$ cat src/rtl/swg_pkg.sv
package swg_pkg;

  // One companion-matrix step on a register held in the low bits of a word:
  // shift up one cell, fold the polynomial in when the old top cell was set.
  function automatic logic [31:0] comp_step(input logic [31:0] s,
                                            input logic [31:0] poly,
                                            input logic [31:0] width_mask,
                                            input logic [31:0] top_mask);
    logic fb;
    fb = |(s & top_mask);
    return ((s << 1) & width_mask) ^ (fb ? (poly & width_mask) : 32'd0);
  endfunction

  // Out-of-range step counts collapse to a single step.
  function automatic logic [31:0] clamp_key(input logic [31:0] v,
                                            input logic [31:0] vmax);
    return (v == 32'd0 || v > vmax) ? 32'd1 : v;
  endfunction

endpackage

$ cat src/rtl/swg_ctrl_lfsr.sv
module swg_ctrl_lfsr #(
  parameter int W = 2,
  parameter logic [W-1:0] POLY = 2'b11
) (
  input  logic         clk,
  input  logic         rst_n,
  input  logic         load,
  input  logic [W-1:0] seed,
  input  logic         advance,
  output logic         ctl_bit,
  output logic [W-1:0] state_o
);
  import swg_pkg::*;

  localparam logic [31:0] WMASK = (W >= 32) ? 32'hFFFF_FFFF : ((32'd1 << W) - 32'd1);
  localparam logic [31:0] TOPM  = 32'd1 << (W - 1);

  logic [W-1:0] q;
  logic [W-1:0] nxt;

  assign nxt = W'(comp_step(32'(q), 32'(POLY), WMASK, TOPM));

  always_ff @(posedge clk) begin
    if (!rst_n)       q <= '0;
    else if (load)    q <= seed;
    else if (advance) q <= nxt;
  end

  assign ctl_bit = q[0];
  assign state_o = q;
endmodule

$ cat src/rtl/swg_data_reg.sv
module swg_data_reg #(
  parameter int W = 3,
  parameter logic [W-1:0] POLY0 = 3'b011,
  parameter logic [W-1:0] POLY1 = 3'b101
) (
  input  logic         clk,
  input  logic         rst_n,
  input  logic         load,
  input  logic [W-1:0] seed,
  input  logic         step,
  input  logic         sel,
  output logic [W-1:0] state_o
);
  import swg_pkg::*;

  localparam logic [31:0] WMASK = (W >= 32) ? 32'hFFFF_FFFF : ((32'd1 << W) - 32'd1);
  localparam logic [31:0] TOPM  = 32'd1 << (W - 1);
  localparam logic [1:0][W-1:0] POLYS = {POLY1, POLY0};

  logic [W-1:0] q;
  logic [1:0][W-1:0] cand;

  // One candidate next state per feedback rule.
  for (genvar g = 0; g < 2; g++) begin : g_rule
    assign cand[g] = W'(comp_step(32'(q), 32'(POLYS[g]), WMASK, TOPM));
  end

  always_ff @(posedge clk) begin
    if (!rst_n)    q <= '0;
    else if (load) q <= seed;
    else if (step) q <= cand[sel];
  end

  assign state_o = q;
endmodule

$ cat src/rtl/swg_step_seq.sv
module swg_step_seq #(
  parameter int KW = 3,
  parameter int KMAX = 6
) (
  input  logic          clk,
  input  logic          rst_n,
  input  logic          load_ok,
  input  logic [KW-1:0] key0,
  input  logic [KW-1:0] key1,
  input  logic          ctl_bit,
  output logic          run_o,
  output logic          start_o,
  output logic          step_o,
  output logic          sel_o,
  output logic          done_o,
  output logic          busy_o,
  output logic [KW-1:0] cnt_o
);
  import swg_pkg::*;

  logic          run_q;
  logic          sel_q;
  logic [KW-1:0] cnt_q;
  logic [KW-1:0] k0_q;
  logic [KW-1:0] k1_q;
  logic [KW-1:0] k_now;

  // Every running cycle applies one single step; a zero count starts a bit.
  assign step_o  = run_q && !load_ok;
  assign start_o = step_o && (cnt_q == '0);
  assign k_now   = ctl_bit ? k1_q : k0_q;
  assign sel_o   = start_o ? ctl_bit : sel_q;
  assign done_o  = start_o ? (k_now == KW'(1)) : (step_o && cnt_q == KW'(1));
  assign busy_o  = run_q && (cnt_q != '0);
  assign run_o   = run_q;
  assign cnt_o   = cnt_q;

  always_ff @(posedge clk) begin
    if (!rst_n) begin
      run_q <= 1'b0;
      sel_q <= 1'b0;
      cnt_q <= '0;
      k0_q  <= KW'(1);
      k1_q  <= KW'(1);
    end else if (load_ok) begin
      run_q <= 1'b1;
      cnt_q <= '0;
      k0_q  <= KW'(clamp_key(32'(key0), 32'(KMAX)));
      k1_q  <= KW'(clamp_key(32'(key1), 32'(KMAX)));
    end else if (start_o) begin
      sel_q <= ctl_bit;
      cnt_q <= k_now - KW'(1);
    end else if (step_o) begin
      cnt_q <= cnt_q - KW'(1);
    end
  end
endmodule

$ cat src/rtl/swg_gen.sv
module swg_gen #(
  parameter int CTRL_W = 2,
  parameter int DATA_W = 3,
  parameter logic [CTRL_W-1:0] CTRL_POLY = 2'b11,
  parameter logic [DATA_W-1:0] POLY0 = 3'b011,
  parameter logic [DATA_W-1:0] POLY1 = 3'b101
) (
  input  logic              clk,
  input  logic              rst_n,
  input  logic              load_i,
  input  logic [CTRL_W-1:0] seed_ctrl_i,
  input  logic [DATA_W-1:0] seed_data_i,
  input  logic [DATA_W-1:0] key0_i,
  input  logic [DATA_W-1:0] key1_i,
  output logic              ks_bit_o,
  output logic              ks_valid_o,
  output logic              busy_o
);
  localparam int KMAX = (2 ** DATA_W) - 2;

  // Named internal events, also watched by the bound checker.
  logic              load_ok_w;
  logic              start_w;
  logic              step_w;
  logic              sel_w;
  logic              done_w;
  logic              run_w;
  logic              ctl_bit_w;
  logic              busy_w;
  logic [DATA_W-1:0] cnt_w;
  logic [CTRL_W-1:0] ctrl_state_w;
  logic [DATA_W-1:0] data_state_w;
  logic              valid_q;

  assign load_ok_w = load_i && (|seed_ctrl_i) && (|seed_data_i);

  swg_ctrl_lfsr #(.W(CTRL_W), .POLY(CTRL_POLY)) u_ctrl (
    .clk     (clk),
    .rst_n   (rst_n),
    .load    (load_ok_w),
    .seed    (seed_ctrl_i),
    .advance (start_w),
    .ctl_bit (ctl_bit_w),
    .state_o (ctrl_state_w)
  );

  swg_data_reg #(.W(DATA_W), .POLY0(POLY0), .POLY1(POLY1)) u_data (
    .clk     (clk),
    .rst_n   (rst_n),
    .load    (load_ok_w),
    .seed    (seed_data_i),
    .step    (step_w),
    .sel     (sel_w),
    .state_o (data_state_w)
  );

  swg_step_seq #(.KW(DATA_W), .KMAX(KMAX)) u_seq (
    .clk     (clk),
    .rst_n   (rst_n),
    .load_ok (load_ok_w),
    .key0    (key0_i),
    .key1    (key1_i),
    .ctl_bit (ctl_bit_w),
    .run_o   (run_w),
    .start_o (start_w),
    .step_o  (step_w),
    .sel_o   (sel_w),
    .done_o  (done_w),
    .busy_o  (busy_w),
    .cnt_o   (cnt_w)
  );

  always_ff @(posedge clk) begin
    if (!rst_n) valid_q <= 1'b0;
    else        valid_q <= done_w;
  end

  // The data register holds still during the valid cycle.
  assign ks_valid_o = valid_q;
  assign ks_bit_o   = valid_q & data_state_w[DATA_W-1];
  assign busy_o     = busy_w;
endmodule

$ cat config.mk
export PLATFORM = sky130hd
export DESIGN_NAME = swg_gen
export DESIGN_NICKNAME = d
export VERILOG_FILES = /design/src/rtl/swg_pkg.sv /design/src/rtl/swg_ctrl_lfsr.sv /design/src/rtl/swg_data_reg.sv /design/src/rtl/swg_step_seq.sv /design/src/rtl/swg_gen.sv
export SDC_FILE = /design/constraint.sdc
export NUM_CORES = 1
export LEC_CHECK = 0
export BUFFER_PORTS_ARGS = -buffer_cell sky130_fd_sc_hd__clkbuf_2
export CAP_MARGIN = 40
export CORE_MARGIN = 1.5
export CORE_UTILIZATION = 48
export DETAILED_ROUTE_END_ITERATION = 8
export PLACE_DENSITY = 0.82
export REMOVE_ABC_BUFFERS = 1
export SYNTH_ARGS = -nofsm -noshare
export SYNTH_HDL_FRONTEND = slang
export SYNTH_SLANG_ARGS = --single-unit
$ cat constraint.sdc
create_clock -name clk -period 1.6 [get_ports clk]
set_clock_uncertainty 0.2 [all_clocks]
set_input_delay 0.48 -clock clk [delete_from_list [all_inputs] [get_ports clk]]
set_output_delay 0.48 -clock clk [all_outputs]
set_load 0.02 [all_outputs]
==> results of run 1 <==
[worst max-delay path, stage by stage, from the launching register on]
cell and delay [ns]:
sky130_fd_sc_hd__dfxtp_2 0.34, sky130_fd_sc_hd__inv_2 0.07, sky130_fd_sc_hd__ha_4 0.16, sky130_fd_sc_hd__nand2b_4 0.06
sky130_fd_sc_hd__and2_4 0.17, sky130_fd_sc_hd__buf_8 0.12
[registers in the layout, summed over array words and instances (netlist names)]
register and flops:
u_seq.cnt_o 3, u_seq.k1_q 3, ks_valid_o 1, u_seq.sel_q 1
u_seq.k0_q 3, u_data.state_o 3, u_seq.run_o 1, u_ctrl.state_o 2
[how the worst min path moves through the flow]
stage / start / endpoint / slack, ns / cells after the start
2_1_floorplan: u_seq.k0_q[0] / u_seq.k0_q[0] / 0.24 / 2
3_3_place_gp: u_seq.k1_q[2] / u_seq.k1_q[2] / 0.25 / 2
3_5_place_dp: u_seq.k1_q[0] / u_seq.k1_q[0] / 0.26 / 2
4_1_cts: key0_i[0] / u_seq.k0_q[0] / 0.26 / 3
5_1_grt: key0_i[2] / u_seq.k0_q[2] / 0.25 / 3
6_report: key0_i[1] / u_seq.k0_q[1] / 0.25 / 3
[placed cells by master (no fill, tap or decap), types with 3 or more instances in the layout]
cell,netlist,layout
sky130_fd_sc_hd__buf_4,3,22
sky130_fd_sc_hd__a21boi_0,4,4
sky130_fd_sc_hd__clkbuf_4,0,3
sky130_fd_sc_hd__nor2b_1,3,3
sky130_fd_sc_hd__mux2i_1,7,3
sky130_fd_sc_hd__ha_1,5,4
sky130_fd_sc_hd__dfxtp_2,0,3
sky130_fd_sc_hd__nand2_1,16,15
sky130_fd_sc_hd__a21oi_1,3,3
sky130_fd_sc_hd__o21ai_0,6,4
sky130_fd_sc_hd__nor2_1,6,6
sky130_fd_sc_hd__mux2i_2,0,3
sky130_fd_sc_hd__nand3_1,9,8
sky130_fd_sc_hd__dfxtp_1,17,12
sky130_fd_sc_hd__clkbuf_2,0,14
[timing repair]
action                     in CTS  in global routing
gates cloned                    0                  0
setup endpoints to repair       6                 10
gates resized for setup        20                 18
pin swaps                       4                 10
buffers inserted                3                  1
[per-layer routing]
| metal | vias to the layer above | GRT usage, % |
|---|---|---|
| met5 | - | 0 |
| met4 | 0 | 13.0 |
| met3 | 4 | 5.28 |
| met2 | 23 | 42.4 |
| met1 | 431 | 28.8 |
| li1 | 474 | - |
[stage by stage]
step                      total power (uW)  setup WS (ns)
after global placement                 712         -0.154
after detailed placement               725         -0.249
after floorplan                        607         -0.104
final                                 1030         -0.282
after global routing                  1080         -0.321
after CTS                              977         -0.285
[area by class of cell]
class                   count  area share (%)
multi-input cells          86            49.1
flip-flops and latches     17            25.5
clock buffers               4            1.91
repair buffers             39            20.1
well taps                  25            2.27
inverters                   4            1.09
[power by group through the flow]
| stage | clock (uW) | sequential [uW] | combinational [uW] |
|---|---|---|---|
| after global routing | 260 | 485 | 336 |
| after detailed placement | 0 | 485 | 240 |
| after CTS | 233 | 474 | 270 |
| after global placement | 0 | 482 | 230 |
| after floorplan | 0 | 482 | 126 |
| final | 239 | 481 | 312 |
[cells by family (layout without fill, tap and decap cells)]
family / count (synthesis) / count (layout) / synth area share, %
AND/OR/NAND/NOR: 47 / 47 / 25.6
AO/OA/AOI/OAI: 25 / 25 / 18.4
flip-flops: 17 / 17 / 35.5
buffers and inverters: 9 / 47 / 4.83
multiplexers: 7 / 7 / 7.31
adder cells (fa/ha/maj): 5 / 5 / 6.53
XOR/XNOR: 2 / 2 / 1.83
==> impl_metrics.sql, run 1 <==
INSERT INTO impl_metrics (metric_group, metric, value, unit) VALUES
('status', 'outcome', 'finished with violations', ''),
('status', 'violations', 'negative setup slack', ''),
('clock_tree', 'cts_max_level', '1', ''),
('detailed_routing', 'met1Wirelength', '1110', 'um'),
('critical_path', 'crit_path_start_kind', 'flop', ''),
('layout', 'flow.area_growth_from_synthesis', '43.6', '%'),
('timing', 'report.final.setup_viol', '7', ''),
('clock_tree', 'clk_transition_reported_paths', '0.11', 'ns'),
('placement', 'dp.cells', '168', ''),
('critical_path', 'critPathCaptureType', 'output pin', ''),
('critical_path', 'crit-reg2reg-launch', 'u_seq.cnt_o[0]', ''),
('power_and_ir_drop', 'share_seq_of_total_power', '46.6', '%'),
('critical_path', 'timing.setup.critical_path_class', 'reg2out', ''),
('layout', 'final_core_utilization', '76.4', '%'),
('synthesis', 'yosysMostFrequentCell', 'sky130_fd_sc_hd__dfxtp_1', ''),
('global_routing', 'grt_pass1_wl', '3840', 'um'),
('synthesis', 'synth.ff_latch_count', '17', ''),
('clock_tree', 'numClockSinks', '17', ''),
('synthesis', 'asyncSetResetFlopFracSynth', '0', '%'),
('clock_tree', 'worstSkewPairLatency', '0.29', 'ns'),
('synthesis', 'top_cell_types_by_occurrence_after_synthesis', '17 x sky130_fd_sc_hd__dfxtp_1, 16 x sky130_fd_sc_hd__nand2_1, 9 x sky130_fd_sc_hd__nand3_1', ''),
('global_routing', 'globalRoute.totalOverflow', '0', ''),
('power_and_ir_drop', 'power_switching', '319', 'uW'),
('synthesis', 'yosys.cell_types.count', '35', ''),
('detailed_routing', 'drt_pre_antenna_iters', '4', ''),
('detailed_routing', 'finalWirelength', '2530', 'um'),
('synthesis', 'synth_top_cell_by_area', 'sky130_fd_sc_hd__dfxtp_1', ''),
('clock_tree', 'cts_root_buf', 'sky130_fd_sc_hd__clkbuf_4', ''),
('timing', 'final_min_period_over_clock_period', '118', '%'),
('power_and_ir_drop', 'leakage_power_summed_over_all_cells', '0.000602', 'uW'),
('critical_path', 'r2r_slack', '-0.16', 'ns'),
('synthesis', 'top_flip_flop_cell_by_instance_count_after_synthesis', 'sky130_fd_sc_hd__dfxtp_1', ''),
('synthesis', 'synthDominantCellAreaShare', '35.5', '%'),
('timing', 'final.min_clock_period', '1.88', 'ns'),
('timing', 'final_number_of_hold_violating_endpoints', '0', ''),
('synthesis', 'synth.yosys.seq_area_share', '35.5', '%'),
('clock_tree', 'cts_made_buffers', '3', ''),
('global_routing', 'grt_pass1_vias', '911', ''),
('die', 'dieArea', '0.00227', 'mm^2'),
('power_and_ir_drop', 'power_frac_comb', '30.2', '%'),
('critical_path', 'critPathLaunch', 'u_seq.cnt_o[0]', ''),
('layout', 'multi_input_area', '676', 'um^2'),
('timing', 'whs', '0.253', 'ns'),
('timing', 'drv_slew', '0', ''),
('timing', 'finalSetupTns', '-0.814', 'ns'),
('critical_path', 'r2r.worst_path.cells', '8', ''),
('detailed_routing', 'highest-signal-layer', 'met4', ''),
('die', 'fp-row-count', '15', ''),
('placement', 'port_buffers', '16', ''),
('power_and_ir_drop', 'clockPowerShare', '23.2', '%'),
('clock_tree', 'clk_path_buf_depth', '2', ''),
('layout', 'design.final.nets', '170', ''),
('layout', 'drive_gt1_share', '45.3', '%'),
('critical_path', 'r2r-end', 'u_ctrl.state_o[0]', ''),
('detailed_routing', 'routed-wl-met2', '1280', 'um'),
('worst_hold_path', 'hold_path.class', 'in2reg', ''),
('timing', 'finalWorstSetupSlack', '-0.282', 'ns'),
('synthesis', 'synthesis.area', '958', 'um^2'),
('layout', 'antenna_cells', '0', ''),
('die', 'core_area', '0.00180', 'mm^2'),
('synthesis', 'syn-mean-instance-area', '8.56', 'um^2'),
('die', 'vert_die_dim', '47.7', 'um'),
('detailed_routing', 'average_detailed_routed_wire_length_per_instance', '14.4', 'um'),
('detailed_routing', 'detailroute.via_count', '932', ''),
('layout', 'seqCellArea', '352', 'um^2'),
('clock_tree', 'cts_tree', 'done', ''),
('synthesis', 'synth_edf_count', '0', ''),
('synthesis', 'ys_warn_count', '0', ''),
('critical_path', 'cp_data_arrival_time', '1.20', 'ns'),
('critical_path', 'path_max_fanout', '2', ''),
('global_routing', 'grt_antenna_before_repair', '0', '');
No activity file was read; power rests on OpenSTA's default activity.
==> inputs of run 2 (changes only) <==
--- a/config.mk
+++ b/config.mk
@@ -7,10 +7,12 @@
 export LEC_CHECK = 0
 export BUFFER_PORTS_ARGS = -buffer_cell sky130_fd_sc_hd__clkbuf_2
 export CAP_MARGIN = 40
+export CELL_PAD_IN_SITES_DETAIL_PLACEMENT = 0
+export CELL_PAD_IN_SITES_GLOBAL_PLACEMENT = 1
 export CORE_MARGIN = 1.5
-export CORE_UTILIZATION = 48
+export CORE_UTILIZATION = 40
 export DETAILED_ROUTE_END_ITERATION = 8
-export PLACE_DENSITY = 0.82
+export PLACE_DENSITY = 0.86
 export REMOVE_ABC_BUFFERS = 1
 export SYNTH_ARGS = -nofsm -noshare
 export SYNTH_HDL_FRONTEND = slang
==> constraint.sdc (replaced) <==
create_clock -name clk -period 2.1 [get_ports clk]
set_clock_uncertainty 0.2 [all_clocks]
set_input_delay 0.63 -clock clk [delete_from_list [all_inputs] [get_ports clk]]
set_output_delay 0.63 -clock clk [all_outputs]
set_load 0.02 [all_outputs]
==> run 2 against run 1 <==
The run now ends clean. Combinational power decreased by 46%. Die area increased by 19%. Cell count decreased by 7.4%. Critical path type unchanged. Hold slack improved by 0.021 ns. Global-route usage decreased by 8.3 points. Clock-buffer cell count decreased by 1. Utilization decreased by 25 points. Sequential share of layout area increased by 4.2 points. Critical endpoint unchanged. Sequential power decreased by 24%.
==> impl_metrics.sql, run 2 (same netlist as run 1, synthesis figures left out) <==
INSERT INTO impl_metrics (metric_group, metric, value, unit) VALUES
('detailed_routing', 'detail_route.drc_violations', '0', ''),
('clock_tree', 'numClockSinks', '17', ''),
('power_and_ir_drop', 'ir_worst_vdd', '0.000291', 'V'),
('critical_path', 'r2r_slack', '0.19', 'ns'),
('detailed_routing', 'initialDrtViolationCount', '5', ''),
('placement', 'dpl-instance-area', '0.00106', 'mm^2'),
('timing', 'measured_slew_at_the_worst_slew_check_pin', '0.374', 'ns'),
('die', 'dieArea', '0.00270', 'mm^2'),
('die', 'starting_utilization_of_the_core_area', '42.9', '%'),
('die', 'num_io_pins', '17', ''),
('critical_path', 'crit_path_start_kind', 'flop', ''),
('timing', 'finalWorstSetupSlack', '0.0700', 'ns'),
('clock_tree', 'cts_max_level', '1', ''),
('critical_path', 'timing.setup.critical_path_class', 'reg2out', ''),
('layout', 'layout_commonest_cell', 'sky130_fd_sc_hd__nand2_1', ''),
('critical_path', 'critical-path-max-stage-delay', '0.34', 'ns'),
('global_routing', 'grt_pass1_wl', '3270', 'um'),
('global_routing', 'globalRoute.totalOverflow', '0', ''),
('clock_tree', 'cts_made_buffers', '3', ''),
('clock_tree', 'cts_tree', 'done', ''),
('placement', 'dp.cells', '154', ''),
('placement', 'place_congestion', '0.744', ''),
('detailed_routing', 'detailroute.via_count', '849', ''),
('timing', 'drv_slew', '0', ''),
('placement', 'port_buffers', '16', ''),
('clock_tree', 'clk_path_buf_depth', '2', ''),
('worst_hold_path', 'min_delay_worst_endpoint', 'u_seq.k0_q[1]', ''),
('critical_path', 'critPathCaptureType', 'output pin', ''),
('critical_path', 'cp_data_arrival_time', '1.20', 'ns'),
('layout', 'layout.cells.most_common_list', '16 x sky130_fd_sc_hd__nand2_1, 15 x sky130_fd_sc_hd__clkbuf_2, 15 x sky130_fd_sc_hd__dfxtp_1', ''),
('layout', 'drive_gt1_share', '28.4', '%'),
('critical_path', 'r2r-end', 'u_data.state_o[2]', ''),
('global_routing', 'grt_pass1_vias', '758', ''),
('job', 'max_cap_violations', '0', ''),
('die', 'die_width', '52.0', 'um'),
('detailed_routing', 'post_detailed_route_count_of_antenna_violating_nets', '0', ''),
('timing', 'max_clock_freq', '493', 'MHz'),
('clock_tree', 'cts_root_buf', 'sky130_fd_sc_hd__clkbuf_4', ''),
('layout', 'flow.area_growth_from_synthesis', '20.4', '%'),
('detailed_routing', 'post_drt_via_cell_ratio', '5.24', ''),
('status', 'outcome', 'completed', ''),
('layout', 'design.final.nets', '154', ''),
('timing', 'finalSetupTns', '0', 'ns'),
('worst_hold_path', 'hold_path.class', 'reg2reg', ''),
('detailed_routing', 'drt_pre_antenna_iters', '4', ''),
('timing', 'final_number_of_hold_violating_endpoints', '0', ''),
('worst_hold_path', 'timing.hold.worst.start', 'u_seq.k0_q[1]', ''),
('critical_path', 'worstPathCellList', 'inv_2 -> ha_4 -> nand2b_4 -> and2_4 -> buf_6', ''),
('die', 'vert_die_dim', '52.0', 'um'),
('global_routing', 'global_route.usage.total', '16.5', '%'),
('power_and_ir_drop', 'power_density', '614', 'mW/mm^2'),
('critical_path', 'path_max_fanout', '3', ''),
('layout', 'seqCellArea', '343', 'um^2'),
('die', 'fp-row-count', '17', ''),
('die', 'core_area', '0.00223', 'mm^2'),
('power_and_ir_drop', 'leakage_power_summed_over_all_cells', '0.000497', 'uW'),
('layout', 'finish.instance_area', '0.00115', 'mm^2'),
('timing', 'report.final.setup_viol', '0', ''),
('timing', 'grt_setup_unrepaired', 'no', ''),
('layout', 'multi_input_area', '594', 'um^2'),
('layout', 'antenna_cells', '0', ''),
('critical_path', 'cp_data_required_time', '1.27', 'ns'),
('worst_hold_path', 'worstHoldPathCells', '2', ''),
('clock_tree', 'worstSkewPairLatency', '0.29', 'ns'),
('clock_tree', 'clk_transition_reported_paths', '0.10', 'ns'),
('placement', 'placed_wire_length_estimate', '1530', 'um'),
('detailed_routing', 'average_detailed_routed_wire_length_per_instance', '12.5', 'um'),
('global_routing', 'grt_antenna_before_repair', '0', ''),
('global_routing', 'pin_count_of_the_biggest_net_entering_global_routing', '11', ''),
('timing', 'whs', '0.274', 'ns'),
('timing', 'final_min_period_over_clock_period', '96.7', '%'),
('critical_path', 'r2r.worst_path.cells', '9', ''),
('timing', 'slew_headroom', '75.0', '%'),
('placement', 'placement.setup.worst_slack', '0.0650', 'ns'),
('critical_path', 'crit_slowest_cell', 'sky130_fd_sc_hd__dfxtp_2', ''),
('detailed_routing', 'finalWirelength', '2020', 'um'),
('layout', 'num-fill-cells', '216', ''),
('layout', 'finalNonFillerCells', '162', ''),
('critical_path', 'crit-reg2reg-launch', 'u_seq.cnt_o[1]', ''),
('timing', 'final.min_clock_period', '2.03', 'ns');
-- run 2: routing by layer --
layer  wire [um]  part of all wire, %  vias up  track usage, %
li1            -                    -      438               -
met5           0                    0        -               0
met2         991                   49       17            27.8
met4          61                  3.0        0            6.58
met1         900                   45      388            20.8
met3          64                  3.2        6            2.59
-- run 2: cell type report --
| type | count | share of cell area, % |
|---|---|---|
| clock buffer | 3 | 1.95 |
| clock inverter | 1 | 0.434 |
| inverter | 4 | 1.30 |
| multi-input combinational | 86 | 51.5 |
| sequential | 17 | 29.7 |
| tap | 28 | 3.04 |
| timing repair buffer | 23 | 12.0 |
-- run 2: worst max-delay path, delay by kind of cell, from the launching register on --
family        cells  cell delay, ns
flops             1            0.34
buf+inv           2            0.20
simple gates      2            0.21
fa+ha+maj         1            0.16
-- run 2: what timing repair did --
item	in CTS	in global routing
pin swaps	0	1
hold buffers	0	0
setup endpoints to repair	1	1
setup buffers	1	3
resized for setup	6	5
-- run 2: worst max path at each step --
stage / from / to / slack, ns / cells after the start
2_1_floorplan: u_seq.cnt_o[0] / busy_o / 0.25 / 4
3_3_place_gp: seed_data_i[0] / u_data.state_o[2] / 0.14 / 6
3_5_place_dp: seed_data_i[0] / u_data.state_o[2] / 0.07 / 6
4_1_cts: u_seq.cnt_o[1] / busy_o / 0.002 / 5
5_1_grt: u_seq.cnt_o[1] / busy_o / 0.002 / 5
6_report: u_seq.cnt_o[1] / busy_o / 0.07 / 5
-- run 2: stage by stage --
step                      util, %  power [uW]
final                        51.7         709
after global routing         51.7         757
after CTS                    50.0         701
after detailed placement     47.7         517
after global placement       47.7         512
after floorplan                 -         463
-- run 2: power breakdown --
group	total, uW	internal, uW	switching (uW)
combinational	168	83.9	83.7
clock	177	70.8	106
sequential	364	344	20.3
==> inputs of run 3 (changes only) <==
--- a/config.mk
+++ b/config.mk
@@ -5,14 +5,14 @@
 export SDC_FILE = /design/constraint.sdc
 export NUM_CORES = 1
 export LEC_CHECK = 0
-export BUFFER_PORTS_ARGS = -buffer_cell sky130_fd_sc_hd__clkbuf_2
 export CAP_MARGIN = 40
 export CELL_PAD_IN_SITES_DETAIL_PLACEMENT = 0
 export CELL_PAD_IN_SITES_GLOBAL_PLACEMENT = 1
 export CORE_MARGIN = 1.5
-export CORE_UTILIZATION = 40
+export CORE_UTILIZATION = 45
 export DETAILED_ROUTE_END_ITERATION = 8
-export PLACE_DENSITY = 0.86
+export DONT_BUFFER_PORTS = 1
+export PLACE_DENSITY = 0.85
 export REMOVE_ABC_BUFFERS = 1
 export SYNTH_ARGS = -nofsm -noshare
 export SYNTH_HDL_FRONTEND = slang
==> run 3 against run 2 <==
Final area is 11% lower. Fmax is 0.60% higher. Clock-buffer cell count is 1 higher. Combinational power is 23% lower. Worst setup slack better by 0.012 ns. Die area is 10% lower. Sequential power hardly changed. Via count is 6.6% lower. Utilization is 0.12 points higher. Critical path type unchanged. Largest power group unchanged. Critical endpoint unchanged. Cell count is 13% lower. Critical path depth is 1 lower.
==> impl_metrics.sql, run 3 (same netlist as run 1, synthesis figures left out) <==
INSERT INTO impl_metrics (metric_group, metric, value, unit) VALUES
('global_routing', 'global_route.usage.total', '16.9', '%'),
('timing', 'grt_setup_unrepaired', 'no', ''),
('status', 'outcome', 'completed', ''),
('placement', 'place_congestion', '0.761', ''),
('die', 'num_io_pins', '17', ''),
('clock_tree', 'cts_root_buf', 'sky130_fd_sc_hd__clkbuf_4', ''),
('global_routing', 'grt_antenna_before_repair', '0', ''),
('timing', 'final_min_period_over_clock_period', '96.1', '%'),
('critical_path', 'r2r_slack', '0.35', 'ns'),
('die', 'dieArea', '0.00242', 'mm^2'),
('timing', 'slew_headroom', '78.5', '%'),
('die', 'starting_utilization_of_the_core_area', '48.4', '%'),
('die', 'core_area', '0.00198', 'mm^2'),
('clock_tree', 'clk_transition_reported_paths', '0.10', 'ns'),
('timing', 'final.min_clock_period', '2.02', 'ns'),
('critical_path', 'cp_data_arrival_time', '1.19', 'ns'),
('timing', 'report.final.setup_viol', '0', ''),
('layout', 'drive_gt1_share', '13.2', '%'),
('detailed_routing', 'detail_route.drc_violations', '0', ''),
('clock_tree', 'clk_path_buf_depth', '2', ''),
('layout', 'final_core_utilization', '51.8', '%'),
('detailed_routing', 'post_drt_via_cell_ratio', '5.62', ''),
('placement', 'port_buffers', '0', ''),
('layout', 'flow.area_growth_from_synthesis', '7.05', '%'),
('job', 'max_cap_violations', '0', ''),
('clock_tree', 'ctsHoldBuffers', '0', ''),
('timing', 'drv_slew', '0', ''),
('clock_tree', 'worstSkewPairLatency', '0.29', 'ns'),
('global_routing', 'global_route.usage.met1', '20.3', '%'),
('detailed_routing', 'average_detailed_routed_wire_length_per_instance', '13.0', 'um'),
('global_routing', 'pin_count_of_the_biggest_net_entering_global_routing', '16', ''),
('power_and_ir_drop', 'ir_worst_vdd', '0.000381', 'V'),
('critical_path', 'crit_path_start_kind', 'flop', ''),
('detailed_routing', 'drt_pre_antenna_iters', '4', ''),
('die', 'die_width', '49.2', 'um'),
('critical_path', 'path_max_fanout', '6', ''),
('critical_path', 'critical_path_buf_inv_count', '1', ''),
('critical_path', 'worstPathCellList', 'inv_2 -> ha_4 -> nand2b_1 -> and2_4', ''),
('worst_hold_path', 'worstHoldPathCells', '1', ''),
('global_routing', 'grt_pass1_vias', '726', ''),
('critical_path', 'crit_slowest_cell', 'sky130_fd_sc_hd__dfxtp_2', ''),
('layout', 'layout.cells.most_common_list', '16 x sky130_fd_sc_hd__nand2_1, 16 x sky130_fd_sc_hd__dfxtp_1, 9 x sky130_fd_sc_hd__nand3_1', ''),
('clock_tree', 'cts_tree', 'done', ''),
('layout', 'antenna_cells', '0', ''),
('detailed_routing', 'initialDrtViolationCount', '6', ''),
('critical_path', 'kind_of_cell_adding_the_most_delay_to_the_critical_path', 'flip-flops', ''),
('critical_path', 'r2r-end', 'u_seq.cnt_o[2]', ''),
('global_routing', 'grt_util_met3', '5.21', '%'),
('clock_tree', 'cts_max_level', '1', ''),
('critical_path', 'critPathCaptureType', 'output pin', ''),
('global_routing', 'globalRoute.totalOverflow', '0', ''),
('die', 'vert_die_dim', '49.2', 'um'),
('critical_path', 'cp.depth', '4', ''),
('clock_tree', 'cts_made_buffers', '3', ''),
('critical_path', 'cp_data_required_time', '1.27', 'ns'),
('timing', 'max_clock_freq', '496', 'MHz'),
('clock_tree', 'numClockSinks', '17', ''),
('critical_path', 'r2r.worst_path.cells', '6', ''),
('global_routing', 'grt_util_met2', '26.8', '%'),
('critical_path', 'crit-reg2reg-launch', 'u_ctrl.state_o[0]', ''),
('global_routing', 'grt_pass1_wl', '3140', 'um'),
('placement', 'placed_wire_length_estimate', '1390', 'um'),
('timing', 'measured_slew_at_the_worst_slew_check_pin', '0.323', 'ns'),
('critical_path', 'timing.setup.critical_path_class', 'reg2out', ''),
('timing', 'final_number_of_hold_violating_endpoints', '0', ''),
('detailed_routing', 'finalWirelength', '1840', 'um'),
('detailed_routing', 'detailroute.via_count', '793', ''),
('timing', 'finalSetupTns', '0', 'ns'),
('die', 'fp-row-count', '16', ''),
('worst_hold_path', 'min_delay_worst_endpoint', 'u_seq.k1_q[0]', ''),
('worst_hold_path', 'hold_path.class', 'in2reg', ''),
('power_and_ir_drop', 'power_density', '651', 'mW/mm^2'),
('critical_path', 'critical-path-max-stage-delay', '0.37', 'ns'),
('power_and_ir_drop', 'leakage_power_summed_over_all_cells', '0.000405', 'uW'),
('global_routing', 'globalRoute.busiestLayer', 'met2', ''),
('detailed_routing', 'post_detailed_route_count_of_antenna_violating_nets', '0', ''),
('layout', 'design.final.nets', '134', ''),
('worst_hold_path', 'timing.hold.worst.start', 'rst_n', '');
run 3: per-stage QoR:
step	cell area [um^2]	hold WS (ns)	setup WS, ns	cells	total power [uW]
final	1030	0.205	0.0821	141	668
after CTS	1010	0.199	0.00390	141	669
after global routing	1030	0.188	0.0156	141	708
after floorplan	927	0.238	0.246	107	463
after global placement	976	0.250	0.206	136	486
after detailed placement	976	0.261	0.166	136	489
run 3: power by group:
part           leakage, uW  internal [uW]  switching (uW)  total [uW]
Sequential        0.000140            344            20.6         364
Combinational     0.000250           63.6            66.1         130
Clock            0.0000150           73.9             100         174
Total             0.000405            481             187         668
run 3: layout make-up:
type	instances	area (um^2)
timing repair buffer	3	22.5
clock buffer	4	26.3
fill	198	956
sequential	17	342
inverter	4	15.0
multi-input combinational	86	587
tap	27	33.8
run 3: worst max-delay path by stage:
stage / startpoint / end / slack (ns)
finish: u_seq.cnt_o[0] / busy_o / 0.08
global route: u_seq.cnt_o[0] / busy_o / 0.02
CTS: u_seq.cnt_o[1] / busy_o / 0.004
detailed placement: u_seq.cnt_o[0] / busy_o / 0.17
global placement: u_seq.cnt_o[0] / busy_o / 0.21
floorplan: u_seq.cnt_o[0] / busy_o / 0.25
run 3: worst reg2reg max path, delay by kind of cell (launching register included):
kind | cells | cell delay, ns
adder cells (fa/ha/maj) | 1 | 0.21
AO/OA/AOI/OAI | 2 | 0.34
flip-flops | 1 | 0.46
XOR/XNOR | 1 | 0.07
multiplexers | 1 | 0.33
AND/OR/NAND/NOR | 1 | 0.05
run 3: what timing repair did:
action	in CTS	in global routing
gates cloned	0	0
endpoints found under the setup margin	1	1
pin swaps	0	0
gates resized for setup	3	4
buffers inserted	1	0
run 3: metal layers:
layer	wire, um	vias up
met2	874	21
met5	0	-
met1	822	369
met3	106	4
met4	35	0
li1	-	399
